### src/rtl/dfu_pkg.sv
package dfu_pkg;
    typedef enum logic [1:0] {
        ST_IDLE       = 2'd0,
        ST_GOT_OPCODE = 2'd1,
        ST_EXECUTE    = 2'd2
    } dfu_state_e;
endpackage

### src/rtl/dfu_seq.sv
// Instruction sequencer: opcode recognition, base capture, trap sampling.
module dfu_seq
    import dfu_pkg::*;
#(
    parameter int          W   = 8,
    parameter logic [7:0]  OPC = 8'hD5
) (
    input  logic             clk,
    input  logic             rst_n,
    input  logic             in_valid,
    input  logic [W-1:0]     in_byte,
    input  logic             wide_mode,
    input  logic             lock_seen,
    output dfu_state_e       state,
    output logic [W-1:0]     base_q,
    output logic             trap_q,
    output logic             capture
);
    dfu_state_e state_nx;
    logic       opc_hit;

    assign opc_hit = in_valid && (in_byte == W'(OPC));

    // next-state logic
    always_comb begin
        state_nx = state;
        capture  = 1'b0;
        unique case (state)
            ST_IDLE:       if (opc_hit) state_nx = ST_GOT_OPCODE;
            ST_GOT_OPCODE: if (in_valid) begin
                               state_nx = ST_EXECUTE;
                               capture  = 1'b1;
                           end
            ST_EXECUTE:    state_nx = ST_IDLE;
            default:       state_nx = ST_IDLE;
        endcase
    end

    // state register
    always_ff @(posedge clk) begin
        if (!rst_n) state <= ST_IDLE;
        else        state <= state_nx;
    end

    // operand registers
    always_ff @(posedge clk) begin
        if (!rst_n) begin
            base_q <= '0;
            trap_q <= 1'b0;
        end else begin
            if (state == ST_IDLE && opc_hit) trap_q <= wide_mode | lock_seen;
            if (capture)                     base_q <= in_byte;
        end
    end

    // execute lasts one cycle
    a_r9_exec_one_cycle: assert property (@(posedge clk) disable iff (!rst_n)
        state == ST_EXECUTE |=> state == ST_IDLE);

    // execute only after a valid byte in GOT_OPCODE
    a_r3_exec_after_byte: assert property (@(posedge clk) disable iff (!rst_n)
        (state == ST_GOT_OPCODE && !in_valid) |=> state == ST_GOT_OPCODE);

    // foreign bytes in IDLE are ignored
    a_r2_ignore_foreign: assert property (@(posedge clk) disable iff (!rst_n)
        (state == ST_IDLE && !(in_valid && in_byte == W'(OPC))) |=> state == ST_IDLE);
endmodule

### src/rtl/dfu_fold.sv
// Digit fold: low + high * base, truncated to W bits.
module dfu_fold #(
    parameter int W = 8
) (
    input  logic [W-1:0] hi,
    input  logic [W-1:0] lo,
    input  logic [W-1:0] base,
    output logic [W-1:0] res
);
    localparam int PW = 2 * W + 1;
    logic [PW-1:0] prod;
    logic [PW-1:0] sum;

    always_comb begin
        prod = PW'(hi) * PW'(base);
        sum  = prod + PW'(lo);
        res  = sum[W-1:0];
    end
endmodule

### src/rtl/dfu_flags.sv
// Sign, zero and parity of a W-bit value.
module dfu_flags #(
    parameter int W = 8
) (
    input  logic [W-1:0] val,
    output logic         sign,
    output logic         zero,
    output logic         parity
);
    logic [W:0] chain;
    assign chain[0] = 1'b1;
    for (genvar i = 0; i < W; i++) begin : g_par
        assign chain[i+1] = chain[i] ^ val[i];
    end

    assign sign   = val[W-1];
    assign zero   = (val == '0);
    assign parity = chain[W];
endmodule

### src/rtl/digit_fold_unit.sv
module digit_fold_unit
    import dfu_pkg::*;
#(
    parameter int         W   = 8,
    parameter logic [7:0] OPC = 8'hD5,
    localparam int        AW  = 2 * W
) (
    input  logic          clk,
    input  logic          rst_n,
    input  logic          in_valid,
    input  logic [W-1:0]  in_byte,
    input  logic          wide_mode,
    input  logic          lock_seen,
    input  logic [AW-1:0] acc_in,
    output logic          done_pulse,
    output logic          trap_pulse,
    output logic [AW-1:0] acc_out,
    output logic          flag_sign,
    output logic          flag_zero,
    output logic          flag_parity
);
    dfu_state_e    state;
    logic [W-1:0]  base_q;
    logic          trap_q;
    logic          capture;
    logic [AW-1:0] acc_q;
    logic [W-1:0]  folded;
    logic          f_s, f_z, f_p;

    dfu_seq #(.W(W), .OPC(OPC)) u_seq (
        .clk       (clk),
        .rst_n     (rst_n),
        .in_valid  (in_valid),
        .in_byte   (in_byte),
        .wide_mode (wide_mode),
        .lock_seen (lock_seen),
        .state     (state),
        .base_q    (base_q),
        .trap_q    (trap_q),
        .capture   (capture)
    );

    always_ff @(posedge clk) begin
        if (!rst_n)       acc_q <= '0;
        else if (capture) acc_q <= acc_in;
    end

    dfu_fold #(.W(W)) u_fold (
        .hi   (acc_q[AW-1:W]),
        .lo   (acc_q[W-1:0]),
        .base (base_q),
        .res  (folded)
    );

    dfu_flags #(.W(W)) u_flags (
        .val    (folded),
        .sign   (f_s),
        .zero   (f_z),
        .parity (f_p)
    );

    // output process
    always_comb begin
        done_pulse  = 1'b0;
        trap_pulse  = 1'b0;
        acc_out     = '0;
        flag_sign   = 1'b0;
        flag_zero   = 1'b0;
        flag_parity = 1'b0;
        unique case (state)
            ST_EXECUTE: begin
                if (trap_q) begin
                    trap_pulse = 1'b1;
                end else begin
                    done_pulse  = 1'b1;
                    acc_out     = {{W{1'b0}}, folded};
                    flag_sign   = f_s;
                    flag_zero   = f_z;
                    flag_parity = f_p;
                end
            end
            default: ;
        endcase
    end

    // zero flag agrees with written low byte
    a_r6_zero_flag: assert property (@(posedge clk) disable iff (!rst_n)
        done_pulse |-> flag_zero == (acc_out[W-1:0] == '0));

    // sign flag agrees with written low byte
    a_r6_sign_flag: assert property (@(posedge clk) disable iff (!rst_n)
        done_pulse |-> flag_sign == acc_out[W-1]);

    // a trap writes nothing
    a_r7_trap_no_write: assert property (@(posedge clk) disable iff (!rst_n)
        trap_pulse |-> (!done_pulse && acc_out == '0));

    // pulses last one cycle
    a_r9_single_pulse: assert property (@(posedge clk) disable iff (!rst_n)
        (done_pulse || trap_pulse) |=> !(done_pulse || trap_pulse));
endmodule

### config.mk
export PLATFORM = sky130hd
export DESIGN_NAME = digit_fold_unit
export DESIGN_NICKNAME = d
export VERILOG_FILES = /design/src/rtl/dfu_pkg.sv /design/src/rtl/dfu_seq.sv /design/src/rtl/dfu_fold.sv /design/src/rtl/dfu_flags.sv /design/src/rtl/digit_fold_unit.sv
export SDC_FILE = /design/constraint.sdc
export NUM_CORES = 1
export LEC_CHECK = 0
export BUFFER_PORTS_ARGS = -buffer_cell sky130_fd_sc_hd__buf_2
export CAP_MARGIN = 25
export CORE_ASPECT_RATIO = 1.4
export CORE_MARGIN = 1.5
export CORE_UTILIZATION = 59
export DETAILED_ROUTE_END_ITERATION = 7
export PLACE_DENSITY = 0.9
export SETUP_SLACK_MARGIN = 0.15
export SKIP_CTS_REPAIR_TIMING = 1
export SLEW_MARGIN = 20
export SYNTH_ARGS = -nofsm -noshare
export SYNTH_HDL_FRONTEND = slang
export SYNTH_SLANG_ARGS = --single-unit
### constraint.sdc
create_clock -name clk -period 12.1 [get_ports clk]
set_input_delay 2.42 -clock clk [delete_from_list [all_inputs] [get_ports clk]]
set_output_delay 2.42 -clock clk [all_outputs]
set_load 0.03 [all_outputs]
## Yosys cells after proc, flatten, opt, wreduce, memory -nomap -nowiden

Cells that the tools add are included.
Widths: inputs -> output; s select.

| cells by class | value |
|---|---|
| $add $sub $neg | 1 |
| $mul | 1 |
| eq/ne operators | 5 |
| mux-type cells | 17 |
| bitwise operators | 9 |
| reductions and logical operators | 5 |

Operators by type and width:

| operator | count |
|---|---|
| $mux 8 | 2 |
| $mux 1 | 12 |
| $add 8x8->8 | 1 |
| $eq 8x8->1 const B | 1 |
| $logic_not 8->1 | 1 |
| $mul 8x8->8 | 1 |
| $xor 1x1->1 | 7 |
| $mux 2 | 2 |
| $pmux 2 s2 | 1 |
| $eq 2x1->1 const B | 1 |
| $eq 2x2->1 const B | 1 |
| $logic_and 1x1->1 | 2 |
| $logic_not 2->1 | 1 |
| $ne 2x1->1 const B | 1 |
| $ne 2x2->1 const B | 1 |
| $reduce_and 2->1 | 1 |
| $not 1->1 | 1 |
| $or 1x1->1 | 1 |

| word-level totals | value |
|---|---|
| bits in registers | 27 |
| output and inout bits | 21 |
| logic and storage cells | 42 |

## Logic depth before layout (Yosys ltp)

| logic depth | value |
|---|---|
| word-level depth | 12 |
| mapped depth | 17 |
| mapped depth without buffers | 16 |

## Hierarchy

Synthesis repeated with hierarchy kept, for this count alone.

| second synthesis, totals | value |
|---|---|
| cell total of the unflattened synthesis | 254 |
| area, all modules | 2412.3 µm² |

Modules (own cells, without submodules):

| module | times used | cells an instance | area each (µm²) | sequential area each (µm²) |
|---|---|---|---|---|
| dfu_fold | 1 | 127 | 1067.3 | 0.0 |
| digit_fold_unit | 1 | 74 | 778.2 | 320.3 |
| dfu_seq | 1 | 43 | 454.2 | 220.2 |
| dfu_flags | 1 | 10 | 112.6 | 0.0 |

## Worst setup path before layout

Ideal clock, no wire load.

| timing | value |
|---|---|
| path kind | reg2out |
| start | register u_seq.base_q[1] |
| end | output flag_zero |
| arrival time | 4.323 ns |
| required time | 9.680 ns |
| path slack | 5.357 ns |
| stages on the path, launching flop included | 16 |
| buffers on the path | 1 |
| cells stage by stage | dfxtp_1 buf_4 nand2_1 fa_1 inv_1 fa_1 ha_1 inv_1 fa_1 inv_1 fa_1 a21o_1 a21oi_1 xnor3_1 xnor3_2 nor3_1 |

| on the way | value |
|---|---|
| cells in the longest elaborated chain, start to end | 5 |

Ends and longest elaborated chain:

| item | line | source |
|---|---|---|
| start: declaration | dfu_seq.sv:15 | `output logic [W-1:0] base_q,` |
| start signal: assignment | dfu_seq.sv:52 | `if (capture) base_q <= in_byte;` |
| $mul 8x8->8 | dfu_fold.sv:15 | `prod = PW'(hi) * PW'(base);` |
| $add 8x8->8 | dfu_fold.sv:16 | `sum = prod + PW'(lo);` |
| $logic_not 8->1 | dfu_flags.sv:17 | `assign zero = (val == '0);` |
| $mux 1 | digit_fold_unit.sv:72 | `if (trap_q) begin` |
| $mux 1 | digit_fold_unit.sv:70 | `unique case (state)` |
| end: declaration | digit_fold_unit.sv:19 | `output logic flag_zero,` |

Every way passes these cells.

## Worst setup path after layout

| timing | value |
|---|---|
| start | register u_seq.base_q[1] |
| end | output flag_parity |

| on the way | value |
|---|---|
| cells in the longest elaborated chain, start to end | 11 |

Ends and longest elaborated chain:

| item | line | source |
|---|---|---|
| $mul 8x8->8 * | dfu_fold.sv:15 |  |
| $add 8x8->8 * | dfu_fold.sv:16 |  |
| $xor 1x1->1 (6 in a row) | dfu_flags.sv:13 | `assign chain[i+1] = chain[i] ^ val[i];` |
| $xor 1x1->1 * | dfu_flags.sv:13 |  |
| $mux 1 * | digit_fold_unit.sv:72 |  |
| $mux 1 * | digit_fold_unit.sv:70 |  |
| end: declaration | digit_fold_unit.sv:20 | `output logic flag_parity` |

Every way passes the cells marked *; elsewhere a longest branch is shown, timed or not.

==> results.toml <==
[cells_and_area]
layout-drive-gt1-share = 0.165
layout_common_cells = "76 x nand2_1, 42 x buf_2, 38 x inv_1"
mostFrequentLayoutCell = "nand2_1"
antennaDiodeCount = 0
finalNetCount = 382
synthToLayoutAreaGrowth_pct = 9.47
fill_cells = 310
multi_input_area_sq_mm = 0.00157
ff_latch_area_sq_um = 541

[routing]
first_pass_iters = 4
wire_per_inst_microns = 13.0
antenna_left = 0
vias_per_cell = 5.14
vias = 1840
drt_iter0_drc = 60
wl_mm = 4.65
route.detailed.drc = 0

[floorplanning]
coreArea_sq_mm = 0.00371
die_h_microns = 77.5
die_w_microns = 56.2
initial_core_util = 0.631
placement_rows = 26
die-area_sq_mm = 0.00436
io-pin-count = 50

[global_routing]
grt_pass1_vias = 1877
track_usage = 0.233
grt_max_degree = 28
gr-total-overflow = 0
grt_pass1_wl_mm = 8.07
antenna_found_initial = 0

[job]
drv_cap = 0

[critical_path]
path_common_cell = "fa_1"
critPathMaxFanout = 8
crit_slowest_cell = "fa_1"
cp_cell_sequence = "nand2_1 > fa_1 > inv_1 > fa_1 > ha_1 > inv_1 > fa_1 > inv_1 > fa_1 > a21o_1 > a21oi_1 > xnor3_1 > xnor3_2 > xnor2_1 > and2_1 > buf_2"
crit_family = "adder cells"
worstSetupPathDepth = 16
worst_setup_path_start_kind = "flop"
setup.worst_path.class = "reg2out"
required_ns = 9.68
critPathMaxStageDelay_ns = 0.53
reg2reg_depth = 4
critPathBufInv = 4
cp.arrival_ns = 4.64
crit_path_end_kind = "output pin"

[sta]
rsz0062_at_grt = "false"
skew_ns = 0.00820
fin_crit_sh = 0.584
setup_tns_ns = 0
fin_crit_ns = 7.06
max_freq_mhz = 142
max-slew-margin-rel = 0.467
tightest_slew_ns = 0.800
setup_viol = 0
maxSlewViolCount = 0
final-hold-violation-count = 0
whs_ns = 0.466

[logic_synthesis]
synth_area_sq_mm = 0.00234
yosys.area.top_type = "dfxtp_1"
yosys-top-cells-area = "dfxtp_1 23%, fa_1 15%, nand2_1 12%"
avgSynthCellArea_sq_um = 8.29
synth_top_area_frac = 0.231
synth_warnings = 0
synth-seq-cells = 27
yosysSeqAreaShare = 0.231
synth_cell_types = 30
synth_cells = 282

[placed_design]
gp_congestion = 0.870
dpl.hpwl_mm = 3.81
portBuffers = 41

[power_and_ir_drop]
power_density_mw_per_mm2 = 59.3
power.leakage_uw = 0.00123
vdd_drop_max_mv = 0.0786

[clocking]
htreeDepth = 1
path_clk_slew_ns = 0.09
cts_tree = "yes"
numClockSinks = 27
cts_inserted_buffers = 3
root_buffer = "clkbuf_8"
clockBufferDepth = 2
insertion_delay_ns = 0.28

[min_path]
hold-path-cell-count = 2
hold_class = "reg2reg"

[run_status]
status = "completed"
kinds of logic (layout without fill, tap and decap cells):
| kind of cell | Yosys count | after routing | share of synthesized area |
|---|---|---|---|
| AND/OR/NAND/NOR | 109 | 109 | 0.216 |
| flip-flops | 27 | 27 | 0.231 |
| XOR/XNOR | 22 | 22 | 0.0979 |
| other | 1 | 8 | 0.00160 |
| adder cells (fa/ha/maj) | 36 | 36 | 0.250 |
| buffers and inverters | 57 | 84 | 0.109 |
| AO/OA/AOI/OAI | 30 | 30 | 0.0942 |
through the flow:
| step | total power, uW | std cells | util | instance area [sq um] | setup WS, ns |
|---|---|---|---|---|---|
| 6_report | 152 | 358 | 0.690 | 2560 | 5.04 |
| 5_1_grt | 157 | 358 | 0.690 | 2560 | 4.81 |
| 4_1_cts | 152 | 357 | 0.689 | 2550 | 5.01 |
| 3_5_place_dp | 102 | 353 | 0.677 | 2510 | 5.33 |
| 3_3_place_gp | 102 | 353 | 0.677 | 2510 | 5.50 |
| 2_1_floorplan | 98.5 | 289 | - | 2360 | 5.36 |
where the power goes:
group | leakage, uW | total, uW | switching [uW] | internal, uW
sequential | 0.000217 | 88.9 | 0.0644 | 88.8
combinational | 0.000988 | 10.8 | 6.24 | 4.57
clock | 0.0000228 | 52.0 | 28.4 | 23.6
total | 0.00123 | 152 | 34.7 | 117
flip-flops by register name (all words and copies together), names as in the netlist:
register,flops
u_seq.trap_q,1
u_seq.base_q,8
u_seq.state,2
acc_q,16
tightest hold or removal path, cell delays in order, from the launching register on:
cell      delay [ns]
dfxtp_1         0.32
nand2_1         0.05
a21boi_0        0.06
worst paths after layout:
path | start | end | slack, ns
max reg2reg | u_seq.state[1] | acc_q[11] | 10.41
min | acc_q[4] | acc_q[4] | 0.47
max | u_seq.base_q[1] | flag_parity | 5.04
min reg2reg | acc_q[4] | acc_q[4] | 0.47
final cells by class:
cell class,instances,area share
Inverter,38,0.0557
Tap cell,42,0.0205
Sequential cell,27,0.211
Multi-Input combinational cell,205,0.613
Timing Repair Buffer,42,0.0821
Clock buffer,4,0.0176
synth_stat cells (all sizes together):
| library cell | count |
|---|---|
| a21boi | 24 |
| a21o | 2 |
| a21oi | 3 |
| and2 | 18 |
| and3 | 1 |
| and3b | 1 |
| and4b | 1 |
| buf | 11 |
| clkbuf | 8 |
| conb | 1 |
| dfxtp | 27 |
| fa | 18 |
| ha | 18 |
| inv | 38 |
| nand2 | 77 |
| nand3 | 1 |
| nand4b | 1 |
| nor2 | 2 |
| nor2b | 3 |
| nor3 | 1 |
| nor3b | 1 |
| nor4b | 2 |
| o211a | 1 |
| xnor2 | 17 |
| xnor3 | 2 |
| xor2 | 3 |
per-layer routing:
| layer | wire, microns | global-route usage | vias to the layer above |
|---|---|---|---|
| li1 | - | - | 914 |
| met1 | 1810 | 0.263 | 851 |
| met2 | 2540 | 0.432 | 60 |
| met3 | 171 | 0.0250 | 15 |
| met4 | 125 | 0.105 | 0 |
| met5 | 0 | 0 | - |
No activity file was read; power rests on OpenSTA's default activity.
